**config.mk**
```make
export PLATFORM = sky130hd
export DESIGN_NAME = slot_bus_arbiter
export DESIGN_NICKNAME = d
export VERILOG_FILES = /design/src/rtl/sba_pkg.sv /design/src/rtl/sba_slot_rotor.sv /design/src/rtl/sba_lane_fsm.sv /design/src/rtl/sba_grant_reg.sv /design/src/rtl/slot_bus_arbiter.sv
export SDC_FILE = /design/constraint.sdc
export NUM_CORES = 1
export LEC_CHECK = 0
export CAP_MARGIN = 20
export CORE_UTILIZATION = 53
export CTS_BUF_LIST = sky130_fd_sc_hd__clkbuf_2
export DETAILED_ROUTE_END_ITERATION = 10
export PLACE_DENSITY = 0.82
export SLEW_MARGIN = 40
export SYNTH_ARGS = -nofsm -noshare
export SYNTH_HDL_FRONTEND = slang
export SYNTH_HIERARCHICAL = 1
export SYNTH_SLANG_ARGS = --single-unit
export TNS_END_PERCENT = 5
```
**constraint.sdc**
```tcl
create_clock -name clk -period 3.7 [get_ports clk]
set_input_delay 0.555 -clock clk [delete_from_list [all_inputs] [get_ports clk]]
set_output_delay 0.555 -clock clk [all_outputs]
set_load 0.005 [all_outputs]
```
**src/rtl/sba_pkg.sv**
```systemverilog
package sba_pkg;

    typedef enum logic [0:0] {
        LANE_IDLE    = 1'b0,
        LANE_PENDING = 1'b1
    } lane_state_e;

endpackage

```
**src/rtl/sba_slot_rotor.sv**
```systemverilog
module sba_slot_rotor #(
    parameter  int NREQ  = 4,
    localparam int IDX_W = (NREQ > 1) ? $clog2(NREQ) : 1
) (
    input  logic             clk,
    input  logic             rst_n,
    input  logic [NREQ-1:0]  active_i,
    output logic [IDX_W-1:0] slot_idx_o,
    output logic             slot_valid_o
);

    logic [IDX_W-1:0] ptr_q;
    logic [IDX_W-1:0] ptr_d;
    logic             found;

    // Search strictly after the current owner, wrapping once.
    always_comb begin
        ptr_d = ptr_q;
        found = 1'b0;
        for (int k = 1; k <= NREQ; k++) begin
            logic [IDX_W:0] cand;
            cand = {1'b0, ptr_q} + (IDX_W+1)'(k);
            if (cand >= (IDX_W+1)'(NREQ)) begin
                cand = cand - (IDX_W+1)'(NREQ);
            end
            if (!found && active_i[cand[IDX_W-1:0]]) begin
                ptr_d = cand[IDX_W-1:0];
                found = 1'b1;
            end
        end
    end

    always_ff @(posedge clk or negedge rst_n) begin
        if (!rst_n) begin
            ptr_q <= '0;
        end else begin
            ptr_q <= ptr_d;
        end
    end

    assign slot_idx_o   = ptr_q;
    assign slot_valid_o = active_i[ptr_q];

endmodule

```
**src/rtl/sba_lane_fsm.sv**
```systemverilog
module sba_lane_fsm
    import sba_pkg::*;
(
    input  logic clk,
    input  logic rst_n,
    input  logic slot_hit_i,
    input  logic req_i,
    input  logic chain_i,
    output logic pending_o,
    output logic issue_addr_o,
    output logic issue_data_o
);

    lane_state_e state_q;
    lane_state_e state_d;

    always_ff @(posedge clk or negedge rst_n) begin
        if (!rst_n) begin
            state_q <= LANE_IDLE;
        end else begin
            state_q <= state_d;
        end
    end

    always_comb begin
        state_d      = state_q;
        issue_addr_o = 1'b0;
        issue_data_o = 1'b0;
        unique case (state_q)
            LANE_IDLE: begin
                if (slot_hit_i && req_i) begin
                    issue_addr_o = 1'b1;
                    state_d      = LANE_PENDING;
                end
            end
            LANE_PENDING: begin
                if (slot_hit_i) begin
                    issue_data_o = 1'b1;
                    if (req_i && chain_i) begin
                        issue_addr_o = 1'b1;
                        state_d      = LANE_PENDING;
                    end else begin
                        state_d      = LANE_IDLE;
                    end
                end
            end
            default: state_d = LANE_IDLE;
        endcase
    end

    assign pending_o = (state_q == LANE_PENDING);

endmodule

```
**src/rtl/sba_grant_reg.sv**
```systemverilog
module sba_grant_reg #(
    parameter int NREQ = 4
) (
    input  logic            clk,
    input  logic            rst_n,
    input  logic [NREQ-1:0] issue_addr_i,
    input  logic [NREQ-1:0] issue_data_i,
    output logic [NREQ-1:0] grant_o,
    output logic            addr_phase_o,
    output logic            data_phase_o
);

    always_ff @(posedge clk or negedge rst_n) begin
        if (!rst_n) begin
            grant_o      <= '0;
            addr_phase_o <= 1'b0;
            data_phase_o <= 1'b0;
        end else begin
            grant_o      <= issue_addr_i | issue_data_i;
            addr_phase_o <= |issue_addr_i;
            data_phase_o <= |issue_data_i;
        end
    end

endmodule

```
**src/rtl/slot_bus_arbiter.sv**
```systemverilog
module slot_bus_arbiter #(
    parameter  int NUM_LEAF = 8,
    parameter  int NUM_ROOT = 4,
    localparam int NREQ     = NUM_LEAF + NUM_ROOT,
    localparam int IDX_W    = (NREQ > 1) ? $clog2(NREQ) : 1
) (
    input  logic            clk,
    input  logic            rst_n,
    input  logic [NREQ-1:0] req_i,
    input  logic [NREQ-1:0] chain_i,
    input  logic [NREQ-1:0] optout_i,
    output logic [NREQ-1:0] grant_o,
    output logic            addr_phase_o,
    output logic            data_phase_o
);

    logic [NREQ-1:0]  pending;
    logic [NREQ-1:0]  active;
    logic [NREQ-1:0]  slot_hit;
    logic [NREQ-1:0]  issue_addr;
    logic [NREQ-1:0]  issue_data;
    logic [IDX_W-1:0] slot_idx;
    logic             slot_valid;

    // A lane owing a data phase stays in the rotation despite opt-out.
    assign active = ~optout_i | pending;

    sba_slot_rotor #(.NREQ(NREQ)) u_rotor (
        .clk          (clk),
        .rst_n        (rst_n),
        .active_i     (active),
        .slot_idx_o   (slot_idx),
        .slot_valid_o (slot_valid)
    );

    for (genvar i = 0; i < NREQ; i++) begin : g_lane
        assign slot_hit[i] = slot_valid && (slot_idx == IDX_W'(i));

        sba_lane_fsm u_lane (
            .clk          (clk),
            .rst_n        (rst_n),
            .slot_hit_i   (slot_hit[i]),
            .req_i        (req_i[i]),
            .chain_i      (chain_i[i]),
            .pending_o    (pending[i]),
            .issue_addr_o (issue_addr[i]),
            .issue_data_o (issue_data[i])
        );
    end

    sba_grant_reg #(.NREQ(NREQ)) u_grant (
        .clk          (clk),
        .rst_n        (rst_n),
        .issue_addr_i (issue_addr),
        .issue_data_i (issue_data),
        .grant_o      (grant_o),
        .addr_phase_o (addr_phase_o),
        .data_phase_o (data_phase_o)
    );

endmodule

```
# == Word level (Yosys, flattened, before mapping) ==
# Cells that the tools add are included.
# word_totals
regBits,30
inputBits,38
word_cells,310
# op_classes
n_eq_ne,11
n_reduce_logical,62
bitwise,15
mux,157
order_cmp,25
add_sub_neg,24
# op_table
op,n
2-to-1 mux 1 bit,96
2-to-1 mux 4 bit,24
less-than comparator 4 x 5 -> 1 bit (second input constant),13
greater-or-equal comparator 5 x 4 -> 1 bit (second input constant),12
binary-select mux 1 bit (select 4 bit),13
case mux 1 bit (2 select lines),24
subtractor 4 bit (second input constant),12
logical AND 1 bit,47
adder 4 x 4 -> 5 bit (second input constant),5
bitwise OR 12 bit,2
OR reduction 12 bit,2
adder 4 x 3 -> 5 bit (second input constant),4
== test 4 x 3 -> 1 bit (second input constant),4
== test 4 bit (second input constant),4
NOT 1 bit,12
NOT 12 bit,1
nonzero test 12 bit,1
logical NOT 1 bit,11
adder 4 x 2 -> 5 bit (second input constant),2
== test 4 x 2 -> 1 bit (second input constant),2
adder 4 x 1 -> 5 bit (second input constant),1
== test 4 x 1 -> 1 bit (second input constant),1
logical NOT 4 bit,1

# == Logic depth before layout (Yosys ltp) ==
# depth
ltp_word,39
depth_mapped,17

# == By module ==
# The synthesis kept the hierarchy.
# by_module_without_submodules
module,n_inst,area_per_inst_um2,cells_per_inst,seq_area_each_um2
sba_slot_rotor,1,2831.5,371,100.1
sba_lane_fsm,12,60.1,6,25.0
sba_grant_reg,1,473.0,34,350.3
slot_bus_arbiter,1,171.4,30,0.0

# == Worst setup path after synthesis ==
# OpenSTA, ideal clock, no wires.
# synth_path
path_kind,register -> register
startpoint,"reg u_rotor.ptr_q[1], in the netlist u_rotor/slot_idx_o[1]"
endpoint,"reg u_rotor.ptr_q[1], in the netlist u_rotor/slot_idx_o[1]"
path_slack_ps,-404
path_buffers,3
path_stages_with_launch,18
required_time_ps,3565
arrival_ps,3969
setup_time_ps,135
path_cell_list,dfrtp_1 > buf_2 > buf_2 > inv_1 > ha_1 > xor2_1 > inv_1 > clkbuf_1 > ha_1 > nand2_1 > a21boi_0 > nor2_1 > o32a_1 > o31ai_2 > o22ai_1 > o32a_1 > o22ai_1 > o21ai_1
# synth_between
elab_chain_len,39
# synth_lines
element,line,rtl
"start, declared",sba_slot_rotor.sv:12,logic [IDX_W-1:0] ptr_q;
"start signal, assigned",sba_slot_rotor.sv:37,ptr_q <= ptr_d;
adder 4 x 1 -> 5 bit,sba_slot_rotor.sv:22,"cand = {1'b0, ptr_q} + (IDX_W+1)'(k);"
subtractor 4 bit or greater-or-equal comparator 5 x 4 -> 1 bit (tied branches),"sba_slot_rotor.sv:24, sba_slot_rotor.sv:23",
2-to-1 mux 4 bit,sba_slot_rotor.sv:23,if (cand >= (IDX_W+1)'(NREQ)) begin
binary-select mux 1 bit (select 4 bit),sba_slot_rotor.sv:26,if (!found && active_i[cand[IDX_W-1:0]]) begin
2-to-1 mux 1 bit (not written as such),sba_slot_rotor.sv:26,
2-to-1 mux 1 bit,sba_slot_rotor.sv:26,
logical NOT 1 bit,sba_slot_rotor.sv:26,
logical AND 1 bit,sba_slot_rotor.sv:26,
[... 23 more ...],--,
logical AND 1 bit,sba_slot_rotor.sv:26,
2-to-1 mux 1 bit,sba_slot_rotor.sv:26,
logical NOT 1 bit,sba_slot_rotor.sv:26,
logical AND 1 bit,sba_slot_rotor.sv:26,
2-to-1 mux 1 bit,sba_slot_rotor.sv:26,
logical NOT 1 bit,sba_slot_rotor.sv:26,
logical AND 1 bit,sba_slot_rotor.sv:26,
nonzero test 12 bit (no source line) or 2-to-1 mux 4 bit (tied branches),--,
# Parallel ways exist; a longest one is shown, timed or not. The select of a mux whose other input is x is not followed.
# A chain may end at the register's enable or synchronous reset.

# == Worst setup path after layout ==
# layout_path
startpoint,"reg u_rotor.ptr_q[1], in the netlist u_rotor/slot_idx_o[1]"
endpoint,"reg u_rotor.ptr_q[2], in the netlist u_rotor/slot_idx_o[2]"
# The elaborated chain is that of the path after synthesis.

==> summary by stage <==
Setup path
For the worst setup path, the data required time is ~4.0 ns. The source of the worst register-to-register timing path is u_rotor/slot_idx_o[1]. The depth of the worst register-to-register path is 15. The register-to-register path setup slack is 0.09 ns. At the worst endpoint, the arrival time is ~4.0 ns. The slowest stage of the critical path is the sky130_fd_sc_hd__dfrtp_2 cell. Along the worst path, the maximum fanout reaches 8. The startpoint-to-endpoint class of the critical path is register to register. STA classifies the critical path startpoint as a register. By instance count, the cell type seen most on the critical path is sky130_fd_sc_hd__ha_1.

The element type at the critical path end is a register. In this run the critical register-to-register path is captured at u_rotor/slot_idx_o[2]. On the worst path, the slowest cell contributes a delay of 0.58 ns.

The critical path goes through inv_4, ha_1, a21oi_4, xnor2_1, inv_2, ha_1, nand2_1, a21boi_4, nor2_1, o32a_1, buf_4, nor3_1, a41oi_1, a32oi_1, o22a_1.

Detailed routing
The routed metal-1 wirelength is slightly below 6000 um. The routed length on met2 is between 6000 and 7000 um. The post-detailed-route count of antenna-violating nets is 0.

The length of routed met3 wiring is 1070 um. The top layer used by detailed routing is met4. The first detailed-routing pass took 6 iterations. The first routing iteration left 487 violations. The remaining design rule violation count is 0. Dividing the detail-routed wire length by the instance count gives 20.0 um. The routed design has around 14000 um of wire. Across all layers, the routed design uses between 4000 and 5000 vias. The via-per-instance ratio is around 6.5.

GRT
The global routing usage summed across all routing layers is 0.338. Entering global routing, the biggest net connects 31 pins. The via count of the first global-routing pass came to ~4300. The global-route wire length before repair is about 22000 um.

The initial antenna violation count is 0. Summed over all layers, the global routing overflow is 0.

Floorplan
The die is just over 90 um tall. For this configuration, the core starts out at a cell density of 0.546. The region available for standard cell placement spans a little under 8000 um2.

The floorplan step defined a die boundary enclosing a little over 8000 um2. The floorplan has 32 rows. The die outline width is approximately 91 um.

The number of ports placed on the die boundary is 52.

Final layout
In the layout the commonest cells are sky130_fd_sc_hd__clkdlybuf4s50_1 (51), sky130_fd_sc_hd__buf_4 (42), sky130_fd_sc_hd__nor2_1 (36), sky130_fd_sc_hd__nand2_1 (36), sky130_fd_sc_hd__nand2b_1 (33). Leaving out fill and tap cells, the most frequent cell in the layout is sky130_fd_sc_hd__clkdlybuf4s50_1. Of the cells placed in the final design, the portion with a size suffix greater than 1 is 0.229. The area growth from synthesis to layout is 24.9%. The final layout contains between 600 and 700 nets. The number of antenna diodes in the final layout is 0. The area of all placed cells without fillers is 5240 um2.

Timing
Across the routed clock network, the largest skew measured is approximately 0.035 ns. Measured against its own limit, the worst slew margin works out to 0.639. For this run, the top clock speed supported by timing is between 0.2 and 0.3 GHz.

The worst path in the final design needs a cycle of approximately 3.6 ns, including I/O delays and setup. The pin slew with the least headroom to its limit is 0.528 ns. Summed over all failing endpoints, the final setup total negative slack is 0 ns. Setup slack closes at 0.0879 ns. The number of failing setup endpoints in the final timing report is 0. The final max-slew violation count came to 0. The hold violation total from the final report is 0. The share of the clock period used by the worst path after layout is 0.976.

Logic synthesis
Among all flip-flop cells after synthesis, the most frequent one is sky130_fd_sc_hd__dfrtp_1. The post-synth net total is between 500 and 600. After synthesis, the netlist uses 87 different library cells. The proportion of register bits with asynchronous set or reset after synthesis is 1.00. For this run, the register share of the synthesized area comes to 0.179. The post-synthesis cell count is 507. Averaged over all synthesized cells, the footprint is approximately 8.3 um2. The number of flops mapped to enable cells by yosys is 0. The synthesized cell area is 4200 um2. In the post-synthesis netlist, the biggest area contributors are sky130_fd_sc_hd__dfrtp_1 (18%), sky130_fd_sc_hd__ha_1 (6.9%), sky130_fd_sc_hd__mux4_2 (5.9%). The post-synthesis cell type with the largest combined area is sky130_fd_sc_hd__dfrtp_1. The share of Yosys cell area claimed by the top area cell type is 0.179.

The Yosys step of the flow raised 6 warnings. After synthesis the netlist holds a flip-flop and latch count of 30.

Clocking
Clock tree synthesis found a total of 30 sinks. The post-cts hold buffer count is 0. CTS built an H-tree with a depth of 2. The number of buffers created by CTS is 5.

The CTS tree is built. The buffer cell driving the clock tree root is sky130_fd_sc_hd__clkbuf_2. The insertion delay to the later sink of the worst-skew pair is around 0.40 ns. No sink is reached through more buffers than the 2 on the longest clock path.

Clock-pin slew was measured on the worst setup and hold paths at between 0.2 and 0.25 ns.

Flow run
The tool flagged a number of max-cap violations equal to 0.

Place
The routability congestion estimate is about 0.96. The count of buffers added on input and output ports is between 50 and 60. The placed standard-cell area is 5050 um2. Once detailed placement completed, the half-perimeter wirelength came to between 10000 and 15000 um. The post-placement worst setup slack is slightly below 0.06 ns.

Worst hold path
The class of the most critical hold timing path is input pin to async pin.

Run status
The flow ran to the end, and the final reports show no timing, DRC or antenna violations.
## critical path, delay by kind of cell, from the launching register on
family | cells | cell delay [ns]
compound gates | 6 | 1.43
xor+xnor | 1 | 0.18
fa+ha+maj | 2 | 0.44
buf+inv | 3 | 0.36
flops | 1 | 0.58
simple gates | 3 | 0.59
## through the flow
stage / utilization / hold WS [ns] / cells
2_1_floorplan: - / 0.259 / 507
3_3_place_gp: 0.657 / 0.606 / 684
5_1_grt: 0.682 / 0.526 / 696
6_report: 0.682 / 0.519 / 696
3_5_place_dp: 0.657 / 0.622 / 684
4_1_cts: 0.663 / 0.515 / 692
## final cells by class
class	count	area, um2
well taps	102	128
multi-input cells	443	3400
inverters	19	77.6
flip-flops and latches	30	756
fillers	667	2450
repair buffers	94	837
clock inverters	3	16.3
clock buffers	5	25.0
## synthesized netlist by cell type, drive strengths merged, types with 5 or more instances
master  count
and3       15
dfrtp      30
mux2        5
xnor2      10
nand4       6
a21oi      24
nand2      36
nor3       20
nor4        9
o22ai       7
o21ai      25
nand3      21
and2       13
a31o       13
nor2       36
buf        11
inv        16
a31oi       8
nand2b     33
ha         23
mux4       11
or2        13
a21boi      5
or3         5
o21a        5
mux2i      12
nor2b      16
## metal layers
| layer | global-route usage | vias up |
|---|---|---|
| met5 | 0 | - |
| met3 | 0.0544 | 42 |
| met4 | 0.134 | 0 |
| met1 | 0.438 | 2153 |
| li1 | - | 2085 |
| met2 | 0.563 | 243 |
## cell families after synthesis
kind of cell,Yosys count,share of synthesized area
fa+ha+maj,23,0.0686
compound gates,140,0.247
flops,30,0.179
mux,28,0.108
xor+xnor,14,0.0337
simple gates,238,0.324
buf+inv,34,0.0408
## registers in the layout, summed over array words and instances, names as in the netlist
name / count
u_grant/data_phase_o: 1
u_grant/addr_phase_o: 1
g_lane.u_lane/pending_o: 12
u_grant/grant_o: 12
u_rotor/slot_idx_o: 4
## repair_timing
action / in CTS / in global routing
gates resized for setup: 0 / 28
endpoints found under the setup margin: 0 / 4
setup buffers: 0 / 4
## worst max path at each step
stage          depth (start not counted)                   from                    end
2_1_floorplan                         17  u_rotor/slot_idx_o[1]  u_rotor/slot_idx_o[2]
3_3_place_gp                          14  u_rotor/slot_idx_o[1]  u_rotor/slot_idx_o[2]
3_5_place_dp                          14  u_rotor/slot_idx_o[1]  u_rotor/slot_idx_o[2]
4_1_cts                               14  u_rotor/slot_idx_o[1]  u_rotor/slot_idx_o[2]
5_1_grt                               15  u_rotor/slot_idx_o[1]  u_rotor/slot_idx_o[2]
6_report                              15  u_rotor/slot_idx_o[1]  u_rotor/slot_idx_o[2]
Power is not shown: default switching activity piles up to over one toggle a cycle in this logic, so the estimate is an artifact.
